### src/rtl/brsq_pkg.sv
package brsq_pkg;
  localparam int unsigned OPC_W   = 6;
  localparam int unsigned OFF_W   = 16;
  localparam logic [OPC_W-1:0] OPC_BR_EQ = 6'b000100;
  localparam logic [OPC_W-1:0] OPC_BR_NE = 6'b000101;

  typedef enum logic [1:0] {
    BRK_NONE = 2'd0,
    BRK_EQ   = 2'd1,
    BRK_NE   = 2'd2
  } br_kind_e;

  function automatic br_kind_e classify(input logic [OPC_W-1:0] opc);
    case (opc)
      OPC_BR_EQ: classify = BRK_EQ;
      OPC_BR_NE: classify = BRK_NE;
      default:   classify = BRK_NONE;
    endcase
  endfunction
endpackage

### src/rtl/brsq_decide.sv
module brsq_decide
  import brsq_pkg::*;
#(
  parameter int unsigned XLEN = 32
) (
  input  logic [OPC_W-1:0] opcode,
  input  logic [XLEN-1:0]  src_a,
  input  logic [XLEN-1:0]  src_b,
  output logic             take
);
  logic [XLEN-1:0] bit_diff;
  logic            same;
  br_kind_e        kind;

  for (genvar i = 0; i < XLEN; i++) begin : g_cmp
    assign bit_diff[i] = src_a[i] ^ src_b[i];
  end

  assign same = ~|bit_diff;
  assign kind = classify(opcode);

  always_comb begin
    case (kind)
      BRK_EQ:  take = same;
      BRK_NE:  take = ~same;
      default: take = 1'b0;
    endcase
  end
endmodule

### src/rtl/brsq_target.sv
module brsq_target
  import brsq_pkg::*;
#(
  parameter int unsigned XLEN = 32
) (
  input  logic [XLEN-1:0]  base_pc,
  input  logic [OFF_W-1:0] offset,
  output logic [XLEN-1:0]  target
);
  localparam int unsigned SHIFT = 2;
  localparam int unsigned EXT_W = XLEN - OFF_W - SHIFT;

  logic [XLEN-1:0] byte_off;

  assign byte_off = {{EXT_W{offset[OFF_W-1]}}, offset, {SHIFT{1'b0}}};
  assign target   = base_pc + byte_off;
endmodule

### src/rtl/brsq_redirect.sv
module brsq_redirect #(
  parameter int unsigned XLEN = 32
) (
  input  logic            clk,
  input  logic            rst,
  input  logic            adv,
  input  logic            take,
  input  logic [XLEN-1:0] tgt_in,
  output logic            pend_q,
  output logic [XLEN-1:0] tgt_q
);
  always_ff @(posedge clk) begin
    if (rst) begin
      pend_q <= 1'b0;
      tgt_q  <= '0;
    end else if (adv) begin
      if (pend_q) begin
        pend_q <= 1'b0;
      end else if (take) begin
        pend_q <= 1'b1;
        tgt_q  <= tgt_in;
      end
    end
  end
endmodule

### src/rtl/brsq_pc_seq.sv
module brsq_pc_seq
  import brsq_pkg::*;
#(
  parameter int unsigned      XLEN      = 32,
  parameter logic [XLEN-1:0]  RESET_VEC = 32'h0040_0000
) (
  input  logic            clk,
  input  logic            rst,
  input  logic            stall,
  input  logic            instr_valid,
  output logic            instr_ready,
  input  logic [XLEN-1:0] instr_word,
  input  logic [XLEN-1:0] src_a,
  input  logic [XLEN-1:0] src_b,
  output logic [XLEN-1:0] fetch_pc
);
  localparam logic [XLEN-1:0] STEP = XLEN'(4);
  localparam int unsigned OPC_LSB = XLEN - OPC_W;

  logic [XLEN-1:0] pc_q;
  logic [XLEN-1:0] seq_pc;
  logic [XLEN-1:0] br_tgt;
  logic [XLEN-1:0] tgt_q;
  logic            pend_q;
  logic            take;
  logic            adv;
  logic            regsel_unused;

  assign regsel_unused = ^instr_word[OPC_LSB-1:OFF_W];

  assign instr_ready = ~stall;
  assign adv         = instr_valid & instr_ready;
  assign seq_pc      = pc_q + STEP;

  brsq_decide #(.XLEN(XLEN)) u_decide (
    .opcode (instr_word[XLEN-1:OPC_LSB]),
    .src_a  (src_a),
    .src_b  (src_b),
    .take   (take)
  );

  brsq_target #(.XLEN(XLEN)) u_target (
    .base_pc (seq_pc),
    .offset  (instr_word[OFF_W-1:0]),
    .target  (br_tgt)
  );

  brsq_redirect #(.XLEN(XLEN)) u_redirect (
    .clk    (clk),
    .rst    (rst),
    .adv    (adv),
    .take   (take),
    .tgt_in (br_tgt),
    .pend_q (pend_q),
    .tgt_q  (tgt_q)
  );

  always_ff @(posedge clk) begin
    if (rst) begin
      pc_q <= RESET_VEC;
    end else if (adv) begin
      pc_q <= pend_q ? tgt_q : seq_pc;
    end
  end

  assign fetch_pc = pc_q;
endmodule

### config.mk
export PLATFORM = sky130hd
export DESIGN_NAME = brsq_pc_seq
export DESIGN_NICKNAME = d
export VERILOG_FILES = /design/src/rtl/brsq_pkg.sv /design/src/rtl/brsq_decide.sv /design/src/rtl/brsq_target.sv /design/src/rtl/brsq_redirect.sv /design/src/rtl/brsq_pc_seq.sv
export SDC_FILE = /design/constraint.sdc
export NUM_CORES = 1
export LEC_CHECK = 0
export BUFFER_PORTS_ARGS = -buffer_cell sky130_fd_sc_hd__buf_2
export CORE_MARGIN = 2
export CORE_UTILIZATION = 59
export DETAILED_ROUTE_END_ITERATION = 6
export HOLD_SLACK_MARGIN = 0.1
export PLACE_DENSITY_LB_ADDON = 0.05
export SLEW_MARGIN = 5
export SYNTH_ARGS = -nofsm -noshare
export SYNTH_HDL_FRONTEND = slang
export SYNTH_SLANG_ARGS = --single-unit
export TNS_END_PERCENT = 1
### constraint.sdc
create_clock -name clk -period 7.96 [get_ports clk]
set_input_delay 0.398 -clock clk [delete_from_list [all_inputs] [get_ports clk]]
set_output_delay 0.398 -clock clk [all_outputs]
set_load 0.03 [all_outputs]
==> results by group <==
Timing
  • Final Hold Viols: 0
  • PnR worst setup slack: 3.50 ns
  • Max Clock Freq: 224 MHz
  • Worst-Margin Slew: ~0.90 ns
  • Final Max Tran Viols: 0
  • Final setup fails: 0
  • Setup TNS: 0 ns
  • Crit share post-route: 0.560
  • Clock skew: 0.0110 ns
  • Tmin final: 4.46 ns
  • Slew Limit Headroom: 0.399
  • RSZ-0062 raised after global routing: false

Clock network
  • Root Driver: clkbuf_8
  • Reg clk slew, reported paths: 0.09 ns
  • Postcts setup bufs: 0
  • Cts hold-fix bufs: 0
  • H-Tree Level Count: 3
  • Clock Latency Late Sink: 0.36 ns
  • CTS tree: built
  • Clock sinks: 65
  • Clk buf depth: 2
  • CTS buffer count: 9
  • Resized Gates After CTS: 0

Logic synthesis
  • Primary FF master, synth: dfxtp_1
  • Share of the yosys chip area belonging to registers: 0.251
  • Synth unique cells: 56
  • FFs w/ async S/R, synth: 0
  • Syn Inst Count: between 600 and 700
  • Synth Cell Area: 5180 um^2
  • Post-synth net total: approximately 790
  • Post-synthesis register bit count: 65
  • Mean post-synth cell area: 7.92 um^2
  • EDFF count, synth: 0
  • Yosys warnings: 0

Power and ir drop
  • Part of the power in combinational logic: 0.156
  • Clk pwr share: 0.401
  • Reg power frac: 0.443
  • Peak VDD IR: 79.7 uV
  • Sw power: 0.218 mW
  • Pwr per Cell Area: 123 nW/um^2
  • Switching portion of total power: 0.293
  • Cell-internal power: around 0.52 mW
  • Leak pwr: 2.60 nW

Floorplanning
  • Chip Width: 97.7 um
  • Die ar.: 9550 um^2
  • IO Pins: 133
  • Die Ht: 97.7 um
  • Initial Util: 0.600
  • Core area: 8640 um^2
  • Std cell rows: 34

Global route
  • Pin count of the biggest net entering global routing: 71
  • GR Overflow Total: 0
  • Vias in the first global route: 4920
  • Total GRT Usage: 0.294
  • Initial antenna violation count: 0
  • First-pass GRT wire length: 23200 um

Worst setup path
  • Crit path kind: flop to flop
  • Arrival time worst endpoint: 4.77 ns
  • Critical-path cell list: nand4_1 -> or3_1 -> nor3_1 -> nand3_1 -> xnor2_1 -> ha_1 -> a21o_1 -> a21o_1 -> a21oi_1 -> o21ai_0 -> a221o_1 -> or4b_1 -> mux2i_1 -> a311o_1
  • Crit path top cell by count: a21o_1
  • CP max FO: 10
  • Worst setup EP type: flop
  • Crit start category: flop
  • Worst Path Required: 8.27 ns
  • Max stage delay on crit path: 0.66 ns
  • CP max-delay cell: nor3_1

Cells and area
  • Fillers: 753
  • Synthesis-to-layout area growth: 16.1%
  • Layout Nets: 894
  • Layout cells sized above 1: 0.200
  • ANT cells: 0

Drt
  • Initial DRT Pass Iterations: 5
  • Wire per inst: 16.0 um
  • Post-route ant nets: 0
  • Residual DRC: 0
  • Final wirelength: 13900 um
  • DR iter-0 viols: 289
  • Via count: 5194
  • Avg Vias per Cell: around 6

Job
  • MaxCap Viol Count: 0

Placed design
  • Detail Placement HPWL: between 10000 and 15000 um
  • Input/output buffers: about 120
  • DP Worst Slack: 3.57 ns
  • GP Congestion: approximately 0.94

Run status
  • Outcome: finished clean

Worst hold path
  • Worst hold path type: input pin to flop
-- state kept, by name, summed over array words and instances (netlist names) --
register,flops
fetch_pc,32
u_redirect.tgt_q,32
u_redirect.pend_q,1
-- cell type report --
cell class | count | area [um^2] | area share
multi-input cells | 546 | 3700 | 0.616
flip-flops and latches | 65 | 1300 | 0.216
repair buffers | 127 | 648 | 0.108
well taps | 108 | 135 | 0.0225
clock buffers | 9 | 124 | 0.0206
clock inverters | 7 | 77.6 | 0.0129
inverters | 7 | 26.3 | 0.00437
-- worst max-delay path: cells and delay by family, from the launching register on --
| kind | cells | cell delay [ns] |
|---|---|---|
| xor gates and xnor gates | 1 | 0.23 |
| AOI/OAI and AO/OA | 6 | 1.16 |
| DFF | 1 | 0.52 |
| adders and majority gates | 1 | 0.38 |
| and+or+nand+nor | 5 | 1.97 |
| muxes | 1 | 0.16 |
-- placed cells by master, fill, tap and decap left out, types with 6 or more instances in the layout --
cell      instances
buf_2           122
nor2_1           72
dfxtp_1          64
nand2_1          56
a21oi_1          56
xor2_1           50
ha_1             37
xnor2_1          35
mux2i_1          28
o21ai_0          20
nand2b_1         19
a21o_1           18
nand3_1          17
nor3_1           17
o211ai_1         16
nand4_1          13
nor4_1            9
clkbuf_8          9
a211oi_1          8
inv_1             7
a221oi_1          7
and3_1            6
a31oi_1           6
-- routing by layer --
layer / vias to the layer above / GRT usage / routed length [um]
met4: 0 / 0.128 / 413
met3: 38 / 0.0401 / 948
met2: 207 / 0.491 / 6720
met5: - / 0 / 0
li1: 2556 / - / -
met1: 2393 / 0.381 / 5830
-- cell usage after synthesis, types with 16 or more instances --
| library cell | count | area share |
|---|---|---|
| ha_1 | 37 | 0.089 |
| xor2_1 | 50 | 0.084 |
| clkbuf_1 | 27 | 0.020 |
| o21ai_0 | 20 | 0.019 |
| a21oi_1 | 56 | 0.054 |
| nor2_1 | 72 | 0.052 |
| nor3_1 | 17 | 0.016 |
| a21o_1 | 18 | 0.026 |
| nand2b_1 | 19 | 0.023 |
| o211ai_1 | 16 | 0.023 |
| nand3_1 | 17 | 0.016 |
| nand2_1 | 56 | 0.041 |
| dfxtp_1 | 65 | 0.25 |
| xnor2_1 | 35 | 0.059 |
| mux2i_1 | 28 | 0.054 |
-- cells by family after synthesis --
| kind of cell | synth area share |
|---|---|
| adder cells (fa/ha/maj) | 0.0931 |
| buffers and inverters | 0.0345 |
| AND/OR/NAND/NOR | 0.221 |
| flip-flops | 0.251 |
| multiplexers | 0.0541 |
| AO/OA/AOI/OAI | 0.203 |
| XOR/XNOR | 0.144 |
-- power by group through the flow --
| stage | Sequential (mW) | Clock, mW | Combinational, mW |
|---|---|---|---|
| global route | 0.329 | 0.314 | 0.129 |
| floorplan | 0.338 | 0 | 0.0686 |
| finish | 0.329 | 0.298 | 0.116 |
| global placement | 0.337 | 0 | 0.111 |
| CTS | 0.329 | 0.300 | 0.115 |
| detailed placement | 0.337 | 0 | 0.114 |
-- path summary, 6_finish.rpt --
path,slack (ns),cells after the start,to,startpoint
worst max register to register,3.50,14,u_redirect.tgt_q[30],fetch_pc[4]
worst min register to register,0.46,2,u_redirect.tgt_q[27],u_redirect.tgt_q[27]
worst min-delay path,0.42,4,u_redirect.tgt_q[2],instr_word[0]
worst max-delay path,3.50,14,u_redirect.tgt_q[30],fetch_pc[4]
-- metrics by stage --
step	util	power, mW	area [um^2]	hold slack [ns]	cells
finish	0.697	0.742	6020	0.419	869
global route	0.697	0.772	6020	0.489	869
CTS	0.697	0.744	6020	0.425	869
detailed placement	0.674	0.451	5820	0.439	853
global placement	0.674	0.447	5820	0.433	853
floorplan	-	0.407	5180	0.416	655
No activity file was read; power rests on OpenSTA's default activity.
